<file path="src/rtl/xdma_pkg.sv">
package xdma_pkg;

  typedef enum logic [1:0] {
    MODE_STEAL = 2'd0,
    MODE_BURST = 2'd1,
    MODE_BLOCK = 2'd2,
    MODE_RSVD  = 2'd3
  } xferMode_e;

  // strobes from the sequencer to the register file
  typedef struct packed {
    logic load;   // capture configuration
    logic latch;  // capture read data
    logic step;   // transfer completed: advance addresses and counters
  } dpStrobe_t;

endpackage

</file>
<file path="src/rtl/xdma_path.sv">
module xdma_path
  import xdma_pkg::*;
#(
  parameter int ADDR_W = 16,
  parameter int DATA_W = 8,
  parameter int CNT_W  = 8,
  parameter int BLK_W  = 4
) (
  input  logic              clk,
  input  logic              rstN,
  input  dpStrobe_t         strobe,
  input  logic [1:0]        cfgMode,
  input  logic              cfgGiveUp,
  input  logic [ADDR_W-1:0] cfgSrc,
  input  logic [ADDR_W-1:0] cfgDst,
  input  logic [CNT_W-1:0]  cfgCount,
  input  logic [BLK_W-1:0]  cfgBlkSize,
  input  logic [DATA_W-1:0] busRdata,
  output logic [ADDR_W-1:0] srcAddr,
  output logic [ADDR_W-1:0] dstAddr,
  output logic [CNT_W-1:0]  xferCount,
  output logic [BLK_W-1:0]  blkCount,
  output logic [1:0]        modeCur,
  output logic              giveUpCur,
  output logic [DATA_W-1:0] holdData,
  output logic              countZero,
  output logic              countLast,
  output logic              blkLast,
  output logic              blkFull
);

  localparam logic [ADDR_W-1:0] ADDR_ONE = ADDR_W'(1);
  localparam logic [CNT_W-1:0]  CNT_ONE  = CNT_W'(1);
  localparam logic [BLK_W-1:0]  BLK_ONE  = BLK_W'(1);

  logic [BLK_W-1:0] blkSizeReg;

  always_ff @(posedge clk) begin
    if (!rstN) begin
      srcAddr    <= '0;
      dstAddr    <= '0;
      xferCount  <= '0;
      blkCount   <= '0;
      blkSizeReg <= '0;
      modeCur    <= MODE_STEAL;
      giveUpCur  <= 1'b0;
    end else if (strobe.load) begin
      srcAddr    <= cfgSrc;
      dstAddr    <= cfgDst;
      xferCount  <= cfgCount;
      blkCount   <= cfgBlkSize;
      blkSizeReg <= cfgBlkSize;
      modeCur    <= cfgMode;
      giveUpCur  <= cfgGiveUp;
    end else if (strobe.step) begin
      srcAddr   <= srcAddr + ADDR_ONE;
      dstAddr   <= dstAddr + ADDR_ONE;
      xferCount <= xferCount - CNT_ONE;
      blkCount  <= blkLast ? blkSizeReg : blkCount - BLK_ONE;
    end
  end

  always_ff @(posedge clk) begin
    if (!rstN) begin
      holdData <= '0;
    end else if (strobe.latch) begin
      holdData <= busRdata;
    end
  end

  assign countZero = (xferCount == '0);
  assign countLast = (xferCount == CNT_ONE);
  assign blkLast   = (blkCount == BLK_ONE);
  assign blkFull   = (blkCount == blkSizeReg);

endmodule

</file>
<file path="src/rtl/xdma_ctrl.sv">
module xdma_ctrl
  import xdma_pkg::*;
(
  input  logic       clk,
  input  logic       rstN,
  input  logic       cfgLoad,
  input  logic       enaSet,
  input  logic       enaClr,
  input  logic       busGnt,
  input  logic       busAck,
  input  logic       yieldReq,
  input  logic [1:0] modeCur,
  input  logic       giveUpCur,
  input  logic       countZero,
  input  logic       countLast,
  input  logic       blkLast,
  input  logic       blkFull,
  output dpStrobe_t  strobe,
  output logic       busReq,
  output logic       busRd,
  output logic       busWr,
  output logic       enable,
  output logic       done,
  output logic       blkErr
);

  typedef enum logic [2:0] {
    ST_IDLE,
    ST_REQ,
    ST_RD,
    ST_WR,
    ST_REL
  } seqState_e;

  seqState_e state;
  logic abortPend;
  logic isBlock;
  logic holdBus;
  logic releaseNow;
  logic stopReq;

  always_comb begin
    isBlock    = (modeCur == MODE_BLOCK);
    holdBus    = (modeCur == MODE_BURST) || isBlock;
    releaseNow = !holdBus || giveUpCur || yieldReq || (isBlock && blkLast);
    stopReq    = abortPend || enaClr;
  end

  always_ff @(posedge clk) begin
    if (!rstN) begin
      state     <= ST_IDLE;
      enable    <= 1'b0;
      done      <= 1'b0;
      blkErr    <= 1'b0;
      abortPend <= 1'b0;
    end else begin
      case (state)
        ST_IDLE: begin
          if (cfgLoad) begin
            done   <= 1'b0;
            blkErr <= 1'b0;
          end else if (enaSet && !countZero) begin
            enable    <= 1'b1;
            done      <= 1'b0;
            abortPend <= 1'b0;
            state     <= ST_REQ;
          end
        end
        ST_REQ: begin
          if (stopReq) begin
            state     <= ST_IDLE;
            enable    <= 1'b0;
            abortPend <= 1'b0;
            if (isBlock && !blkFull) blkErr <= 1'b1;
          end else if (busGnt) begin
            state <= ST_RD;
          end
        end
        ST_RD: begin
          if (enaClr) abortPend <= 1'b1;
          if (busAck) state <= ST_WR;
        end
        ST_WR: begin
          if (busAck) begin
            if (countLast) begin
              state     <= ST_IDLE;
              enable    <= 1'b0;
              done      <= 1'b1;
              abortPend <= 1'b0;
            end else if (stopReq) begin
              state     <= ST_IDLE;
              enable    <= 1'b0;
              abortPend <= 1'b0;
              if (isBlock && !blkLast) blkErr <= 1'b1;
            end else if (releaseNow) begin
              state <= ST_REL;
            end else begin
              state <= ST_RD;
            end
          end else if (enaClr) begin
            abortPend <= 1'b1;
          end
        end
        ST_REL: begin
          if (stopReq) begin
            state     <= ST_IDLE;
            enable    <= 1'b0;
            abortPend <= 1'b0;
            if (isBlock && !blkFull) blkErr <= 1'b1;
          end else begin
            state <= ST_REQ;
          end
        end
        default: state <= ST_IDLE;
      endcase
    end
  end

  always_comb begin
    busReq       = (state == ST_REQ) || (state == ST_RD) || (state == ST_WR);
    busRd        = (state == ST_RD);
    busWr        = (state == ST_WR);
    strobe.load  = (state == ST_IDLE) && cfgLoad;
    strobe.latch = (state == ST_RD) && busAck;
    strobe.step  = (state == ST_WR) && busAck;
  end

endmodule

</file>
<file path="src/rtl/xdma_seq.sv">
module xdma_seq
  import xdma_pkg::*;
#(
  parameter int ADDR_W = 16,
  parameter int DATA_W = 8,
  parameter int CNT_W  = 8,
  parameter int BLK_W  = 4
) (
  input  logic              clk,
  input  logic              rstN,
  input  logic              cfgLoad,
  input  logic [1:0]        cfgMode,
  input  logic              cfgGiveUp,
  input  logic [ADDR_W-1:0] cfgSrc,
  input  logic [ADDR_W-1:0] cfgDst,
  input  logic [CNT_W-1:0]  cfgCount,
  input  logic [BLK_W-1:0]  cfgBlkSize,
  input  logic              enaSet,
  input  logic              enaClr,
  output logic              enable,
  output logic              done,
  output logic              blkErr,
  output logic [ADDR_W-1:0] srcAddr,
  output logic [ADDR_W-1:0] dstAddr,
  output logic [CNT_W-1:0]  xferCount,
  output logic [BLK_W-1:0]  blkCount,
  output logic              busReq,
  input  logic              busGnt,
  input  logic              yieldReq,
  output logic [ADDR_W-1:0] busAddr,
  output logic              busRd,
  output logic              busWr,
  output logic [DATA_W-1:0] busWdata,
  input  logic [DATA_W-1:0] busRdata,
  input  logic              busAck
);

  dpStrobe_t         strobe;
  logic [1:0]        modeCur;
  logic              giveUpCur;
  logic [DATA_W-1:0] holdData;
  logic              countZero;
  logic              countLast;
  logic              blkLast;
  logic              blkFull;

  xdma_ctrl ctrlI (
    .clk       (clk),
    .rstN      (rstN),
    .cfgLoad   (cfgLoad),
    .enaSet    (enaSet),
    .enaClr    (enaClr),
    .busGnt    (busGnt),
    .busAck    (busAck),
    .yieldReq  (yieldReq),
    .modeCur   (modeCur),
    .giveUpCur (giveUpCur),
    .countZero (countZero),
    .countLast (countLast),
    .blkLast   (blkLast),
    .blkFull   (blkFull),
    .strobe    (strobe),
    .busReq    (busReq),
    .busRd     (busRd),
    .busWr     (busWr),
    .enable    (enable),
    .done      (done),
    .blkErr    (blkErr)
  );

  xdma_path #(
    .ADDR_W (ADDR_W),
    .DATA_W (DATA_W),
    .CNT_W  (CNT_W),
    .BLK_W  (BLK_W)
  ) pathI (
    .clk        (clk),
    .rstN       (rstN),
    .strobe     (strobe),
    .cfgMode    (cfgMode),
    .cfgGiveUp  (cfgGiveUp),
    .cfgSrc     (cfgSrc),
    .cfgDst     (cfgDst),
    .cfgCount   (cfgCount),
    .cfgBlkSize (cfgBlkSize),
    .busRdata   (busRdata),
    .srcAddr    (srcAddr),
    .dstAddr    (dstAddr),
    .xferCount  (xferCount),
    .blkCount   (blkCount),
    .modeCur    (modeCur),
    .giveUpCur  (giveUpCur),
    .holdData   (holdData),
    .countZero  (countZero),
    .countLast  (countLast),
    .blkLast    (blkLast),
    .blkFull    (blkFull)
  );

  assign busAddr  = busWr ? dstAddr : srcAddr;
  assign busWdata = holdData;

endmodule

</file>
<file path="config.mk">
export PLATFORM = sky130hd
export DESIGN_NAME = xdma_seq
export DESIGN_NICKNAME = d
export VERILOG_FILES = /design/src/rtl/xdma_pkg.sv /design/src/rtl/xdma_path.sv /design/src/rtl/xdma_ctrl.sv /design/src/rtl/xdma_seq.sv
export SDC_FILE = /design/constraint.sdc
export NUM_CORES = 1
export LEC_CHECK = 0
export ABC_AREA = 1
export BUFFER_PORTS_ARGS = -buffer_cell sky130_fd_sc_hd__buf_2
export CAP_MARGIN = 20
export CORE_ASPECT_RATIO = 0.7
export CORE_MARGIN = 10
export CORE_UTILIZATION = 35
export DETAILED_ROUTE_END_ITERATION = 7
export SETUP_SLACK_MARGIN = 0.1
export SLEW_MARGIN = 0
export SYNTH_ARGS = -nofsm -noshare
export SYNTH_HDL_FRONTEND = slang
export SYNTH_HIERARCHICAL = 1
export SYNTH_SLANG_ARGS = --single-unit
export TNS_END_PERCENT = 100
</file>
<file path="constraint.sdc">
create_clock -name clk -period 1.7 [get_ports clk]
set_clock_uncertainty 0.05 [all_clocks]
set_input_delay 0.255 -clock clk [delete_from_list [all_inputs] [get_ports clk]]
set_output_delay 0.255 -clock clk [all_outputs]
set_load 0.01 [all_outputs]
</file>
### Word level (Yosys, flattened, before mapping)

Cells that the tools add are included.

| cells by class | value |
|---|---|
| multiplexer cells | 46 |
| equality and inequality tests | 22 |
| add/subtract/negate cells | 4 |
| reductions and logical operators | 30 |

Operators with widths:

| operator | count |
|---|---|
| two-way mux 16 bit | 5 |
| adder 16 x 1 -> 16 bit (second input constant) | 2 |
| two-way mux 3 bit | 9 |
| two-way mux 1 bit | 22 |
| two-way mux 8 bit | 2 |
| inequality test 2 x 1 -> 1 bit (second input constant) | 8 |
| one-hot mux 3 bit (5 select lines) | 1 |
| two-way mux 4 bit | 3 |
| equality test 8 x 1 -> 1 bit (second input constant) | 1 |
| logical NOT 8 bit | 1 |
| AND reduction 4 bit | 2 |
| AND reduction 8 bit | 1 |
| subtractor 8 x 1 -> 8 bit (second input constant) | 1 |
| logical AND 1 bit | 7 |
| logical OR 1 bit | 7 |
| equality test 3 x 2 -> 1 bit (second input constant) | 2 |
| inequality test 2 bit (second input constant) | 3 |
| inequality test 3 x 2 -> 1 bit (second input constant) | 2 |
| one-hot mux 1 bit (3 select lines) | 2 |
| AND reduction 5 bit | 1 |
| equality test 4 x 1 -> 1 bit (second input constant) | 1 |
| equality test 4 bit | 1 |
| logical NOT 1 bit | 4 |
| one-hot mux 1 bit (4 select lines) | 1 |
| other kinds (12) | 13 |

| storage, ports and cells | value |
|---|---|
| word-level logic and storage cells | 115 |
| register bits | 66 |
| output and inout port bits | 74 |
| input bits | 63 |

### Longest topological paths before layout

| logic depth | value |
|---|---|
| word-level depth | 11 |
| gate-level depth with buffers | 12 |
| mapped depth without buffers | 12 |

### By module

Netlist, hierarchy kept.

By module, submodules not included:

| module | sequential area each (um^2) | times used | cells each | area each (um^2) |
|---|---|---|---|---|
| xdma_path | 1181.1 | 1 | 487 | 3415.8 |
| xdma_ctrl | 140.1 | 1 | 110 | 635.6 |
| xdma_seq | 0.0 | 1 | 52 | 244.0 |

### Worst setup path before layout

Ideal clock, no wire load.

| timing | value |
|---|---|
| path type | register to register |
| from | register ctrlI.state[1] |
| to | register pathI.xferCount[3] |
| setup slack | 0.039 ns |
| required time | 1.537 ns |
| clock period less this slack | 1.661 ns |
| arrival time | 1.498 ns |
| stages on the path, launching flop included | 11 |
| library setup time | 0.113 ns |
| buffers on the path | 3 |
| cells stage by stage | dfxtp_1 -> buf_6 -> nor2_4 -> nand3_2 -> inv_1 -> buf_2 -> nor2_2 -> buf_4 -> a22o_1 -> o21ai_1 -> inv_1 |

RTL lines:

| what | RTL line | source |
|---|---|---|
| start, declared | xdma_ctrl.sv:35 | `seqState_e state;` |
| start signal, assigned | xdma_ctrl.sv:51 | `state <= ST_IDLE;` |
| start signal, assigned | xdma_ctrl.sv:66 | `state <= ST_REQ;` |
| start signal, assigned | xdma_ctrl.sv:71 | `state <= ST_IDLE;` |
| end signal, assigned | xdma_path.sv:50 | `xferCount <= cfgCount;` |
| end signal, assigned | xdma_path.sv:58 | `xferCount <= xferCount - CNT_ONE;` |
| end, declared | xdma_path.sv:21 | `output logic [CNT_W-1:0] xferCount,` |

### Final worst setup path

| timing | value |
|---|---|
| from | register ctrlI.state[2] |
| to | output port busAddr[10] |

| between the ends | value |
|---|---|
| longest elaborated chain between the ends | 2 |

RTL lines:

| what | RTL line | source |
|---|---|---|
| equality test 3 x 2 -> 1 bit | xdma_ctrl.sv:122 | `busWr = (state == ST_WR);` |
| two-way mux 16 bit | xdma_seq.sv:100 | `assign busAddr = busWr ? dstAddr : srcAddr;` |
| end, declared | xdma_seq.sv:30 | `output logic [ADDR_W-1:0] busAddr,` |

Every way passes these cells.

==> results summary <==
The initial utilization of the core area, before any placement, comes to 36.25%. In the routed design, unresolved DRC markers number 0. The signal on the critical path passes through buf_6, nor2_4, buf_12, inv_8, nand2_1, nand2_1, buf_2. The count of unique library cells instantiated by Yosys is 41.

The number of nets in the synthesized netlist is 720. Of all cell types, the one taking the most synthesized area is dfxtp_1. The power share of the clock group is 33.5%. Global routing consumed, over all layers together, 17.87% of the routing resources. The count of endpoints failing setup in the final report is 16. The area fraction of the dominant cell type after synthesis is 30.76%. STA classifies the critical path startpoint as a register. The worst min-delay path category is in2reg. Of all nets on the critical path, the largest fanout is 16. The power per unit of standard cell area is 973.3 nW/um^2. The proportion of synthesized flip-flops having asynchronous set or reset came out at 0%.

The share of post-route cells with drive strength above 1 came out at 39.64%. The average cell area after synthesis is 6.618 um^2. The first-pass iteration count of the detailed router is 5.

The final design utilization is 53.80%. Counting the buffers created by CTS gives 9. The number of design-rule violations left by the first detailed-router iteration is 426. The die height is 112.7 um. The latest clock arrival within the worst-skew pair is 340 ps. The number of warnings reported in the yosys synthesis log came out at 6. TritonCTS built the clock tree. The maximum level of the CTS H-tree came out at 3. Data on the critical path is required at its endpoint by 1390 ps. The endpoint of the most critical register-to-register path is pathI/srcAddr[1].

The first global-routing pass estimated 25,700 um of wire. The maximum number of pins on one net before global-route repair is 31. The largest voltage drop on the vdd net is 0.0005167 V.

Summing over every cut layer, the via total after detailed routing is 5,095. In this run the tightest slew margin relative to its limit is 79.52%. Among all stages on the critical path, the largest delay is contributed by dfxtp_2. The cell count after placement is 955. The sequential cell fraction of total power is 31.7%.

The peak per-stage delay on the critical path is 330 ps. The post-detailed-placement half-perimeter wirelength came out at 11,760 um. By instance count, the leading cell after synthesis is nand2_1. The area overhead of the layout relative to synthesis came out at 48.41%. The number of antenna violations at the first check in global routing came out at 0. The peak clock frequency supported by timing is 572.1 MHz. The number of max-capacitance violations reported came out at 0. Buffers placed on the I/O ports in this run total 136. The register-to-register setup slack is 70 ps. The total core area came out at 11,850 um^2. The most frequently used flop master after synthesis is dfxtp_1. The root buffer cell chosen for the clock tree is clkbuf_16. The horizontal extent of the die is 152.4 um. The number of standard-cell rows in the floorplan came out at 33. The smallest clock period supported by the final layout is computed as 1748 ps. The final reports fail on negative setup slack.

The total I/O pin count is 137. CTS saw 66 sinks. The clock transition time at the flip-flop clock pins of the worst setup and hold paths is 60 ps.

The count of endpoints failing hold in the final timing report is 0. In this design, the critical path's most frequently occurring cell is nand2_1. 0 antenna diodes ended up in the layout.

The worst path arrival time came out at 1440 ps. The detailed-route vias per instance came out at 5.085. Yosys mapped a number of flops with a built-in enable equal to 0. The internal power of the cells totals 3.996 mW. The flow ran to the end, but the final reports show violations. The count of nets left with antenna violations after detail routing came out at 0. The area of the die came out at 17,170 um^2. The final weighted congestion in routability-driven placement is 0.8984. The number of cells in the finished layout apart from fillers is 1,002. Of the synthesized area, sequential elements account for 30.76%. After synthesis the netlist holds a flip-flop and latch count of 66. The leakage dissipation came out at 3.058 nW. The count of mapped cells out of synthesis came out at 649. The setup path with the least slack is of type reg2out. The post-cts hold buffer count came out at 0. The switching component of the power is 2.209 mW. In this run the critical register-to-register path is launched from ctrlI/state[0].

The maximum count of clock buffers along a single path came out at 2. The worst reg2reg path depth is 12. The end point of the most critical hold path is pathI/holdData[7]. The average detailed-routed wire length per instance came out at 16.65 um.

The startpoint of the tightest hold check path is busRdata[7]. Global routing finished with a remaining overflow of 0. The worst setup margin is -47.81 ps. The actual slew at the worst max-slew pin came out at 306.8 ps. In this run the cell area of the synthesized design comes to 4295 um^2. Counting instances in the post-synthesis netlist gives the leading cell types as nand2_1 (172), inv_1 (71), nor2_1 (68). The share of power burned in combinational logic is 34.8%. The type of destination of the critical path is a primary output. The count of pins over their slew limit came out at 0.

The via count of the first global-routing pass is 5,096. The fraction of the cycle the final worst path needs came out at 102.8%. Counting instances, the worst hold path has a depth of 3. The number of inserted filler cells in the final layout is 1,163. At the end of the flow, the number of nets in the layout was 911. Sorting the synthesized cells by area gives the leading types as dfxtp_1 (31%), nand2_1 (15%), inv_1 (6.2%). Setup repair after global routing could not meet its margin everywhere. The switching fraction of total power is 35.60%.

The total wirelength of the detailed-routed design came out at 16,680 um.
## routing by layer
metal,GRT usage (%),routed length [um],up-vias
met5,0,0,-
met1,22.13,7462,2373
met3,4.882,1242,16
met4,4.563,223,0
met2,30.12,7755,195
li1,-,-,2511
## state kept, by name (all words and copies together), names as in the netlist
signal and flops:
pathI/srcAddr 16, ctrlI/blkErr 1, pathI/blkSizeReg 4, ctrlI/enable 1, pathI/dstAddr 16, ctrlI/abortPend 1
pathI/giveUpCur 1, pathI/holdData 8, pathI/blkCount 4, pathI/modeCur 2, pathI/xferCount 8, ctrlI/done 1
ctrlI/state 3
## worst max path at each step
stage                   startpoint            endpoint  slack (ps)  depth (start not counted)
CTS                 ctrlI/state[0]          busAddr[8]         -40                          7
finish              ctrlI/state[2]         busAddr[10]         -50                          7
global placement    ctrlI/state[0]  pathI/xferCount[3]         110                          8
detailed placement  ctrlI/state[0]  pathI/xferCount[6]          50                          9
global route        ctrlI/state[2]         busAddr[14]         -90                          7
floorplan           ctrlI/state[0]  pathI/xferCount[3]         100                         10
## cell usage in the layout, fill, tap and decap left out, types with 6 or more instances in the layout
| master | netlist | final |
|---|---|---|
| nand4_1 | 12 | 12 |
| nand3_2 | 8 | 11 |
| buf_4 | 4 | 39 |
| nand2_2 | 12 | 37 |
| buf_6 | 4 | 23 |
| ha_1 | 8 | 8 |
| nand3_1 | 48 | 42 |
| a22oi_1 | 20 | 18 |
| a31oi_1 | 7 | 7 |
| a21oi_1 | 38 | 33 |
| o211ai_1 | 6 | 6 |
| o21ai_0 | 31 | 23 |
| buf_12 | 1 | 6 |
| dfxtp_1 | 66 | 59 |
| nor2_1 | 68 | 58 |
| a21oi_2 | 6 | 11 |
| o21ai_1 | 7 | 15 |
| nor2_2 | 5 | 9 |
| buf_2 | 10 | 127 |
| nand2_1 | 172 | 143 |
| xor2_1 | 10 | 10 |
| clkbuf_16 | 0 | 10 |
| nor2_4 | 7 | 13 |
| inv_1 | 71 | 65 |
## worst max-delay path, delay by kind of cell (launching register included)
| family | cells | cell delay [ps] |
|---|---|---|
| buffers and inverters | 4 | 460 |
| AND/OR/NAND/NOR | 3 | 300 |
| flip-flops | 1 | 330 |
## what timing repair did
item	in CTS	in global routing
endpoints found under the setup margin	25	73
resized for setup	49	92
gates cloned	2	3
pin swaps	17	27
setup buffers	16	11
## logic make-up after synthesis
kind of cell / share of synthesized area, %
AND/OR/NAND/NOR: 35.68
XOR/XNOR: 2.854
buffers and inverters: 11.33
flip-flops: 30.76
AO/OA/AOI/OAI: 17.04
adder cells (fa/ha/maj): 2.330
## final cells by class
cell class                      count  area [um^2]  share of cell area, %
Clock buffer                        9        225.2                  3.533
Clock inverter                      7        102.6                  1.609
Inverter                           76        325.3                  5.103
Multi-Input combinational cell    483         2731                  42.85
Sequential cell                    66         1338                  20.98
Tap cell                          157        196.4                  3.081
Timing Repair Buffer              201         1420                  22.28
Timing Repair inverter              3        36.28                 0.5692
## power by group through the flow
stage / combinational (mW) / clock [mW] / sequential [mW]
2_1_floorplan: 0.997 / 0 / 2.01
3_3_place_gp: 1.70 / 0 / 1.97
3_5_place_dp: 1.72 / 0 / 1.98
4_1_cts: 1.85 / 2.11 / 1.95
5_1_grt: 2.35 / 2.18 / 1.99
6_report: 2.16 / 2.08 / 1.97
## stage by stage
stage / hold slack, ps / total power, mW / setup slack [ps] / setup TNS (ps) / instance area (um^2)
6_report: 84.15 / 6.205 / -47.81 / -430.3 / 6375
5_1_grt: 99.61 / 6.526 / -93.68 / -1210 / 6375
4_1_cts: 77.72 / 5.915 / -36.86 / -371.4 / 5959
3_5_place_dp: 389.5 / 3.696 / 48.45 / 0 / 5291
3_3_place_gp: 387.8 / 3.671 / 109.8 / 0 / 5291
2_1_floorplan: 325.5 / 3.007 / 100.6 / 0 / 4305
Note: power is estimated with default switching activity, not from simulation.
